### src/rtl/meq_pkg.sv
package meq_pkg;

    localparam int BASE_EXP  = 15;             // smallest ring is 2^BASE_EXP bytes
    localparam int SIZE_W    = 2;              // ring size code width
    localparam int OFS_W     = BASE_EXP + (1 << SIZE_W) - 1;
    localparam int REC_SHIFT = 4;
    localparam int REC_BYTES = 1 << REC_SHIFT;
    localparam int REG_W     = 32;
    localparam int ADR_W     = 64;
    localparam int NUM_W     = 16;
    localparam int REC_W     = REC_BYTES * 8;

    localparam logic [2:0] RA_CTRL    = 3'd0;
    localparam logic [2:0] RA_BASE_HI = 3'd3;
    localparam logic [2:0] RA_BASE_LO = 3'd4;
    localparam logic [2:0] RA_RD_OFS  = 3'd5;
    localparam logic [2:0] RA_WR_OFS  = 3'd6;

    typedef struct packed {
        logic [SIZE_W-1:0] size;
        logic              stop_full;
        logic              irq_en;
        logic              full_det;
        logic              enable;
    } ctrl_t;

    typedef struct packed {
        logic [ADR_W-1:0] addr;
        logic [NUM_W-1:0] num;
    } rec_t;

    function automatic logic [OFS_W-1:0] ofs_mask(input logic [SIZE_W-1:0] size);
        logic [OFS_W-1:0] m;
        m = '0;
        for (int i = REC_SHIFT; i < OFS_W; i++)
            if (i < BASE_EXP + int'(size)) m[i] = 1'b1;
        return m;
    endfunction

    function automatic logic [OFS_W-1:0] ofs_next(input logic [OFS_W-1:0] ofs,
                                                  input logic [SIZE_W-1:0] size);
        return (ofs + OFS_W'(REC_BYTES)) & ofs_mask(size);
    endfunction

endpackage

### src/rtl/meq_regs.sv
module meq_regs
    import meq_pkg::*;
(
    input  logic              clk,
    input  logic              rst,
    input  logic              reg_we,
    input  logic [2:0]        reg_addr,
    input  logic [REG_W-1:0]  reg_wdata,
    output logic [REG_W-1:0]  reg_rdata,
    input  logic [OFS_W-1:0]  wr_ofs,
    input  logic              drop_evt,
    output ctrl_t             ctrl,
    output logic [ADR_W-1:0]  base,
    output logic [OFS_W-1:0]  rd_ofs,
    output logic              ofs_clear,
    output logic              overflow
);

    logic [REG_W-1:0] base_hi, base_lo;
    logic             wr_ctrl, wr_rd;
    logic             unused_wdata;

    assign unused_wdata = ^{reg_wdata[31:17], reg_wdata[15:10], reg_wdata[7:5], reg_wdata[2]};

    assign wr_ctrl   = reg_we && (reg_addr == RA_CTRL);
    assign wr_rd     = reg_we && (reg_addr == RA_RD_OFS);
    assign ofs_clear = wr_ctrl && (reg_wdata[9:8] != ctrl.size);
    assign base      = {base_hi, base_lo};

    always_ff @(posedge clk) begin
        if (rst) begin
            ctrl     <= '0;
            base_hi  <= '0;
            base_lo  <= '0;
            rd_ofs   <= '0;
            overflow <= 1'b0;
        end else begin
            if (wr_ctrl) begin
                ctrl.enable    <= reg_wdata[0];
                ctrl.full_det  <= reg_wdata[1];
                ctrl.irq_en    <= reg_wdata[3];
                ctrl.stop_full <= reg_wdata[4];
                ctrl.size      <= reg_wdata[9:8];
            end
            if (reg_we && reg_addr == RA_BASE_HI) base_hi <= reg_wdata;
            if (reg_we && reg_addr == RA_BASE_LO) base_lo <= reg_wdata;
            if (ofs_clear)
                rd_ofs <= '0;
            else if (wr_rd)
                rd_ofs <= reg_wdata[OFS_W-1:0] & ofs_mask(ctrl.size);
            if (drop_evt)
                overflow <= 1'b1;
            else if (wr_ctrl && reg_wdata[16])
                overflow <= 1'b0;
        end
    end

    always_comb begin
        case (reg_addr)
            RA_CTRL:    reg_rdata = {15'd0, overflow, 6'd0, ctrl.size, 3'd0,
                                     ctrl.stop_full, ctrl.irq_en, 1'b0,
                                     ctrl.full_det, ctrl.enable};
            RA_BASE_HI: reg_rdata = base_hi;
            RA_BASE_LO: reg_rdata = base_lo;
            RA_RD_OFS:  reg_rdata = REG_W'(rd_ofs);
            RA_WR_OFS:  reg_rdata = REG_W'(wr_ofs);
            default:    reg_rdata = '0;
        endcase
    end

    // stored read offset is always record aligned
    a_r5_rd_aligned: assert property (@(posedge clk) disable iff (rst)
        rd_ofs[REC_SHIFT-1:0] == '0);

endmodule

### src/rtl/meq_writer.sv
module meq_writer
    import meq_pkg::*;
(
    input  logic              clk,
    input  logic              rst,
    input  ctrl_t             ctrl,
    input  logic [ADR_W-1:0]  base,
    input  logic [OFS_W-1:0]  rd_ofs,
    input  logic              ofs_clear,
    input  logic              msi_valid,
    input  logic [NUM_W-1:0]  msi_num,
    output logic              msi_ready,
    output logic              mem_valid,
    output logic [ADR_W-1:0]  mem_addr,
    output logic [REC_W-1:0]  mem_data,
    input  logic              mem_ready,
    output logic [OFS_W-1:0]  wr_ofs,
    output logic              drop_evt
);

    logic             busy;
    rec_t             rec;
    logic [OFS_W-1:0] nxt;
    logic             full, take, done;

    assign nxt       = ofs_next(wr_ofs, ctrl.size);
    assign full      = ctrl.full_det && (nxt == rd_ofs);
    assign msi_ready = ctrl.enable && !busy && !(full && ctrl.stop_full);
    assign take      = msi_valid && msi_ready;
    assign drop_evt  = take && full;
    assign done      = busy && mem_ready;

    always_ff @(posedge clk) begin
        if (rst) begin
            busy   <= 1'b0;
            rec    <= '0;
            wr_ofs <= '0;
        end else begin
            if (take && !full) begin
                busy     <= 1'b1;
                rec.addr <= base + ADR_W'(wr_ofs);
                rec.num  <= msi_num;
            end else if (done) begin
                busy <= 1'b0;
            end
            if (ofs_clear)
                wr_ofs <= '0;
            else if (done)
                wr_ofs <= nxt;
        end
    end

    assign mem_valid = busy;
    assign mem_addr  = rec.addr;
    assign mem_data  = {{(REC_W-NUM_W){1'b0}}, rec.num};

    // request held steady under backpressure
    a_r12_hold: assert property (@(posedge clk) disable iff (rst)
        mem_valid && !mem_ready |=> mem_valid && $stable(mem_addr) && $stable(mem_data));

    // a kept message always yields a request next cycle
    a_r3_take_req: assert property (@(posedge clk) disable iff (rst)
        msi_valid && msi_ready && !drop_evt |=> mem_valid);

    // write offset aligned and moves only on handshake or size change
    a_r4_wr_aligned: assert property (@(posedge clk) disable iff (rst)
        wr_ofs[REC_SHIFT-1:0] == '0);

    a_r4_wr_moves: assert property (@(posedge clk) disable iff (rst)
        !$stable(wr_ofs) |-> $past(ofs_clear) || $past(mem_valid && mem_ready));

endmodule

### src/rtl/msi_event_queue.sv
module msi_event_queue
    import meq_pkg::*;
(
    input  logic          clk,
    input  logic          rst,
    input  logic          reg_we,
    input  logic [2:0]    reg_addr,
    input  logic [31:0]   reg_wdata,
    output logic [31:0]   reg_rdata,
    input  logic          msi_valid,
    input  logic [31:0]   msi_data,
    output logic          msi_ready,
    output logic          mem_valid,
    output logic [63:0]   mem_addr,
    output logic [127:0]  mem_data,
    input  logic          mem_ready,
    output logic          irq
);

    ctrl_t            ctrl;
    logic [ADR_W-1:0] base;
    logic [OFS_W-1:0] rd_ofs, wr_ofs;
    logic             ofs_clear, drop_evt, overflow;
    logic             unused_msi;

    assign unused_msi = ^msi_data[31:NUM_W];

    meq_regs u_regs (
        .clk       (clk),
        .rst       (rst),
        .reg_we    (reg_we),
        .reg_addr  (reg_addr),
        .reg_wdata (reg_wdata),
        .reg_rdata (reg_rdata),
        .wr_ofs    (wr_ofs),
        .drop_evt  (drop_evt),
        .ctrl      (ctrl),
        .base      (base),
        .rd_ofs    (rd_ofs),
        .ofs_clear (ofs_clear),
        .overflow  (overflow)
    );

    meq_writer u_writer (
        .clk       (clk),
        .rst       (rst),
        .ctrl      (ctrl),
        .base      (base),
        .rd_ofs    (rd_ofs),
        .ofs_clear (ofs_clear),
        .msi_valid (msi_valid),
        .msi_num   (msi_data[NUM_W-1:0]),
        .msi_ready (msi_ready),
        .mem_valid (mem_valid),
        .mem_addr  (mem_addr),
        .mem_data  (mem_data),
        .mem_ready (mem_ready),
        .wr_ofs    (wr_ofs),
        .drop_evt  (drop_evt)
    );

    assign irq = ctrl.enable && ctrl.irq_en && (rd_ofs != wr_ofs);

    // loss flag rises only after a message offered in drop mode
    a_r8_ovf_cause: assert property (@(posedge clk) disable iff (rst)
        $rose(overflow) |-> $past(msi_valid && !ctrl.stop_full));

    // a disabled block never takes a message
    a_r10_disabled: assert property (@(posedge clk) disable iff (rst)
        !ctrl.enable |-> !(msi_valid && msi_ready) || !$past(!ctrl.enable) || !msi_ready);

endmodule

### config.mk
export PLATFORM = sky130hd
export DESIGN_NAME = msi_event_queue
export DESIGN_NICKNAME = d
export VERILOG_FILES = /design/src/rtl/meq_pkg.sv /design/src/rtl/meq_regs.sv /design/src/rtl/meq_writer.sv /design/src/rtl/msi_event_queue.sv
export SDC_FILE = /design/constraint.sdc
export NUM_CORES = 1
export LEC_CHECK = 0
export ABC_AREA = 1
export BUFFER_PORTS_ARGS = -buffer_cell sky130_fd_sc_hd__buf_2
export CAP_MARGIN = 30
export CORE_MARGIN = 8
export CORE_UTILIZATION = 50
export DETAILED_ROUTE_END_ITERATION = 8
export HOLD_SLACK_MARGIN = 0.08
export PLACE_DENSITY = 0.81
export SETUP_SLACK_MARGIN = 0.4
export SYNTH_ARGS = -nofsm -noshare
export SYNTH_HDL_FRONTEND = slang
export SYNTH_HIERARCHICAL = 1
export SYNTH_SLANG_ARGS = --single-unit
### constraint.sdc
create_clock -name clk -period 2.4 [get_ports clk]
set_input_delay 0.24 -clock clk [delete_from_list [all_inputs] [get_ports clk]]
set_output_delay 0.24 -clock clk [all_outputs]
set_load 0.05 [all_outputs]
* Word level (Yosys, flattened, before mapping)
Cells that the tools add are included.
** Cells by class
- $add $sub $neg :: 3
- Order comparisons :: 14
- Eq/ne operators :: 7
- Multiplexer cells :: 61
- Bitwise operators :: 2
- Reductions and logical operators :: 23
** Operator list (number)
- less-than comparator 5 x 32 -> 1 bit, first input constant :: 8
- case mux 32 bit (5 select lines) :: 1
- less-than comparator 4 x 32 -> 1 bit, first input constant :: 4
- adder 64 x 18 -> 64 bit :: 1
- less-than comparator 6 x 32 -> 1 bit, first input constant :: 2
- two-way mux 1 bit :: 60
- bitwise AND 18 bit :: 2
- adder 18 x 5 -> 18 bit, second input constant :: 1
- == test 18 bit :: 1
- != test 18 bit :: 1
- logical AND 1 bit :: 16
- == test 3 bit, second input constant :: 3
- adder 4 x 2 -> 5 bit, first input constant :: 1
- nonzero test 2 bit :: 2
- == test 3 x 2 -> 1 bit, second input constant :: 1
- logical NOT 1 bit :: 3
- logical NOT 3 bit :: 1
- != test 2 bit :: 1
- OR reduction 2 bit :: 1
** Word-level totals
- Register bits :: 188
- Input bits :: 72
- Output and inout bits :: 227
- Logic and storage cells :: 123

* Depth between registers and ports, before layout
- Depth in word-level cells :: 12
- Gate-level depth with buffers :: 20
- Mapped depth without buffers :: 19

* Modules after synthesis
The synthesis kept the hierarchy.
** By module, submodules not included
- meq_writer :: instances 1, cells an instance 1340, area each 7972.6 um^2, seq. area each 1901.8 um^2
- meq_regs :: instances 1, cells an instance 724, area each 4426.7 um^2, seq. area each 1701.6 um^2
- msi_event_queue :: instances 1, cells an instance 71, area each 319.1 um^2, seq. area each 0.0 um^2

* Worst setup path after synthesis
Ideal clock, no wire load.
- Path type :: register to register
- From :: register u_writer.wr_ofs[4]
- To :: register u_writer.rec (netlist bit u_writer/mem_addr[40])
- Library setup time :: 0.064 ns
- Arrival time :: 2.434 ns
- Required time :: 2.336 ns
- Setup slack :: -0.098 ns
- Cell stages (with the launch flop) :: 16
- Path buffers :: 0
- Clock period less this slack :: 2.498 ns
- Cell sequence :: dfxtp_1 ha_1 inv_1 fa_1 inv_1 nand3_1 nand2_1 nand3_1 nand2_1 a21oi_1 nor2_1 nand2_1 nor2_1 xor2_1 nor2_1 nor2_1
** Between the ends
- Longest elaborated chain between the ends :: 9
- Elaborated cells between the ends (all ways) :: 11
- Those cells by class :: add/sub: 2; eq/ne: 1; bitwise: 1; reduce/logical: 7
** RTL lines
- start, declared :: RTL line meq_writer.sv:17 : output logic [OFS_W-1:0] wr_ofs,
- start signal, assigned :: RTL line meq_writer.sv:49 : wr_ofs <= nxt;
- adder 18 x 5 -> 18 bit :: RTL line meq_pkg.sv:42 : return (ofs + OFS_W'(REC_BYTES)) & ofs_mask(size);
- bitwise AND 18 bit :: RTL line meq_pkg.sv:42
- == test 18 bit :: RTL line meq_writer.sv:27 : assign full = ctrl.full_det && (nxt == rd_ofs);
- logical AND 1 bit :: RTL line meq_writer.sv:27
- logical AND 1 bit :: RTL line meq_writer.sv:28 : assign msi_ready = ctrl.enable && !busy && !(full && ctrl.stop_full);
- logical NOT 1 bit :: RTL line meq_writer.sv:28
- logical AND 1 bit :: RTL line meq_writer.sv:28
- logical AND 1 bit :: RTL line meq_writer.sv:29 : assign take = msi_valid && msi_ready;
- logical AND 1 bit :: RTL line meq_writer.sv:39 : if (take && !full) begin
- end, declared :: RTL line meq_writer.sv:22 : rec_t rec;
Parallel ways exist; a longest one is shown, timed or not.
A chain may end at the register's enable or synchronous reset.

* Worst setup path after layout
- From :: register, netlist name u_regs/ctrl[4]
- To :: register u_writer.rec (netlist bit u_writer/mem_data[1])
** Between the ends
- Longest elaborated chain between the ends :: 11
- Elaborated cells between the ends (all ways) :: 38
- Those cells by class :: add/sub: 1; order compare: 14; eq/ne: 1; mux: 14; bitwise: 1; reduce/logical: 7
** RTL lines
- adder 4 x 2 -> 5 bit * :: RTL line meq_pkg.sv:36 : if (i < BASE_EXP + int'(size)) m[i] = 1'b1;
- less-than comparator 4 x 32 -> 1 bit (tied with other cells) :: RTL line meq_pkg.sv:36
- two-way mux 1 bit :: RTL line meq_pkg.sv:36
- bitwise AND 18 bit * :: RTL line meq_pkg.sv:42
- == test 18 bit * :: RTL line meq_writer.sv:27
- logical AND 1 bit * :: RTL line meq_writer.sv:27
- logical AND 1 bit :: RTL line meq_writer.sv:28
- logical NOT 1 bit :: RTL line meq_writer.sv:28
- logical AND 1 bit :: RTL line meq_writer.sv:28
- logical AND 1 bit :: RTL line meq_writer.sv:29
- logical AND 1 bit * :: RTL line meq_writer.sv:39
Mark *: on every way between the ends. The rest lies on a longest branch, timed or not.

==> run summary <==
status - finished, violations left
failing checks - negative setup slack
CTS clk-pin slew, worst paths - 0.08 ns
PD cells - 444 mW/mm2
synth warn - 6
# rows - 58
Relative slew margins - 43.6%
CTS tree - yes
placed inst area - 0.0146 mm2
Cells after Synth - 2135
DR WL/cell - 16.6 um
worst slew pin tran - 0.844 ns
switch share - 33.6%
Peak supply drop - 0.000327 V
setup total negative slack - -22.84 ns
CP startpoint kind - flop
Port-buffer cells - 170
final worst slack - -0.336 ns
CP max FO - 8
number of max-cap violations - 0
post-detail-place hpwl - 35000 um
FFs w/ async S/R, synth - 0%
vias per inst - 5.06
number of synthesized flops with an enable pin - 0
DR iter-0 viols - 1575
cell taking the most area after synthesis - dfxtp_1
WL final - 47300 um
Min-Delay Path Class - in2reg
P&R area growth vs syn - 31.3%
most instantiated library cell after synthesis - nand2_1
Slew Limit Fails - 0
final setup fails - 82
CTS buffer count - 17
final hold violations - 0
first-pass detailed-route iteration total - 6
overall power - 0.00741 W
Main synth FF type - dfxtp_1
Ant. Diodes - 0
Seq/Total Area, Yosys - 28.3%
first-pass GRT wire length - 71600 um
fraction of layout cells with a size suffix above 1 - 22.8%
clk root buf - clkbuf_16
CP Data Required Time - 2.74 ns
Die Wd - 175 um
num ports - 299
initial core utilization - 50.7%
Die Ht - 175 um
crit path time final - 2.74 ns
post-place setup slack - -0.163 ns
DRC Markers - 0
filler instances - 2195
Fin Clk Skew - 0.0190 ns
Arr. time, crit path - 3.08 ns
Util after Layout - 66.5%
syn avg cell area - 5.96 um2
Final #Nets - 2603
most instantiated cells after synthesis - nand2_1, inv_1, nor2_1
vias in the first global route - 13500
sequential share of power - 42.3%
Final Wtd Congestion - 0.946
most used cell, CP - nand2_1
fin area - 0.0167 mm2
Net Switching - 0.00249 W
CTS Buffer Depth - 2
Comb pwr share - 19.2%
Sink Count - 180
Final ANT Viol Nets - 0
dominant cells by area after synthesis - dfxtp_1, nand2_1, inv_1
H-tree levels - 4
top cell type's share of synthesized area - 28.3%
Int Pwr - 0.00492 W
cell chain of the critical path - inv_4, ha_4, nand2_4, inv_4, nand2_4, nand3_4, nand2_2, nand2_1, inv_1, nand2_1, nor2_1, nand3_1, nor2_2, nand3_2, buf_6, buf_6, nand4_4, buf_12, buf_8, clkbuf_16, nand2_2, nand2_1, nor2_1
Peak Freq - 0.366 GHz
Clock power frac - 38.6%
GRT Overall Usage - 29.0%
Die ar. - 0.0308 mm2
core area - 0.0251 mm2
synth unique cells - 41
WS Path Type - reg2reg
leakage - 8.67 nW
mapped cell area - 0.0127 mm2
max incr delay on CP - 0.38 ns
clk_lat worst skew - 0.44 ns
Worst Setup End Kind - flop
final period utilization - 114%
total grt overflow - 0
initial antenna violation count - 0
via count - 14400
largest net degree at the start of global routing - 66
unrepaired setup endpoints after global routing - true
flops & latches, synth - 180
crit path max-delay cell type - dfxtp_4
## per-stage QoR
step | cells | hold slack, ns
6_report | 2854 | 0.0829
5_1_grt | 2854 | 0.0809
4_1_cts | 2842 | 0.0804
3_5_place_dp | 2746 | 0.468
3_3_place_gp | 2746 | 0.449
2_1_floorplan | 2253 | 0.309
## logic make-up (layout without fill, tap and decap cells)
family | after synthesis | count (layout) | share of synthesized area [%]
other cells | 2 | 120 | 0.0590
compound gates | 138 | 138 | 5.60
xor+xnor | 66 | 66 | 4.54
fa+ha+maj | 20 | 20 | 2.03
simple gates | 1182 | 1183 | 38.3
buf+inv | 547 | 817 | 21.1
flops | 180 | 180 | 28.3
## per-layer routing
layer | global-route usage [%] | routed length [um] | vias up
met1 | 38.9 | 20100 | 6604
met4 | 8.34 | 1060 | 0
met3 | 5.22 | 4870 | 76
li1 | - | - | 6980
met5 | 0 | 0 | -
met2 | 46.9 | 21300 | 776
## layout by cell type (no fill, tap or decap), drive strengths merged
master,n
nand2,643
buf,392
inv,368
nor2,335
dfxtp,180
conb,120
nand3,110
a21oi,76
o21ai,52
nand4,49
xor2,43
dlygate4sd3,30
nor3,24
xnor2,23
clkbuf,21
ha,19
nor4,10
nand3b,5
clkinvlp,4
o211ai,3
or2,3
o22ai,2
and2,2
o21bai,2
bufinv,1
clkinv,1
a31oi,1
o31ai,1
a21o,1
or3,1
nor3b,1
fa,1
## area by class of cell
cell class / instances / area (um2) / area share, %
clock buffer: 19 / 443 / 2.65
sequential: 180 / 3640 / 21.8
multi-input combinational: 1527 / 7350 / 44.0
inverter: 361 / 1360 / 8.17
tap: 330 / 413 / 2.47
clock inverter: 13 / 138 / 0.824
timing repair buffer: 424 / 3360 / 20.1
## worst max-delay path, delay by kind of cell (launching register included)
kind,cells,cell delay (ns)
fa+ha+maj,1,0.24
buf+inv,8,0.84
flops,1,0.38
simple gates,14,1.15
## power by group through the flow
stage	Sequential, W	Combinational (W)	Clock (W)
after global routing	0.00314	0.00151	0.00304
after detailed placement	0.00320	0.00125	0
after floorplan	0.00331	0.000982	0
after global placement	0.00320	0.00124	0
final	0.00313	0.00142	0.00286
after CTS	0.00313	0.00135	0.00289
## timing repair
item                                    CTS  global route
gates cloned                             11             3
endpoints found under the hold margin    29             1
buffers inserted                         24             8
hold buffers                             29             1
gates resized for setup                  74            87
endpoints found under the setup margin   84            89
pin swaps                                43            59
## worst paths after layout
kind / startpoint / end / slack [ns] / cells past startpoint
worst max-delay path: u_regs/ctrl[4] / u_writer/mem_data[1] / -0.34 / 23
worst min-delay path: reg_wdata[27] / u_regs/base_hi[27] / 0.08 / 3
worst max register to register: u_regs/ctrl[4] / u_writer/mem_data[1] / -0.34 / 23
worst min register to register: u_regs/base_lo[2] / u_writer/mem_addr[2] / 0.48 / 2
## registers in the layout, indices dropped and copies added, names as in the netlist
| signal | count |
|---|---|
| u_regs/rd_ofs | 14 |
| u_regs/ctrl | 6 |
| u_writer/mem_addr | 64 |
| u_writer/wr_ofs | 14 |
| u_regs/base_hi | 32 |
| u_regs/base_lo | 32 |
| u_regs/overflow | 1 |
| u_writer/mem_data | 16 |
| u_writer/mem_valid | 1 |
Note: power is estimated with default switching activity, not from simulation.
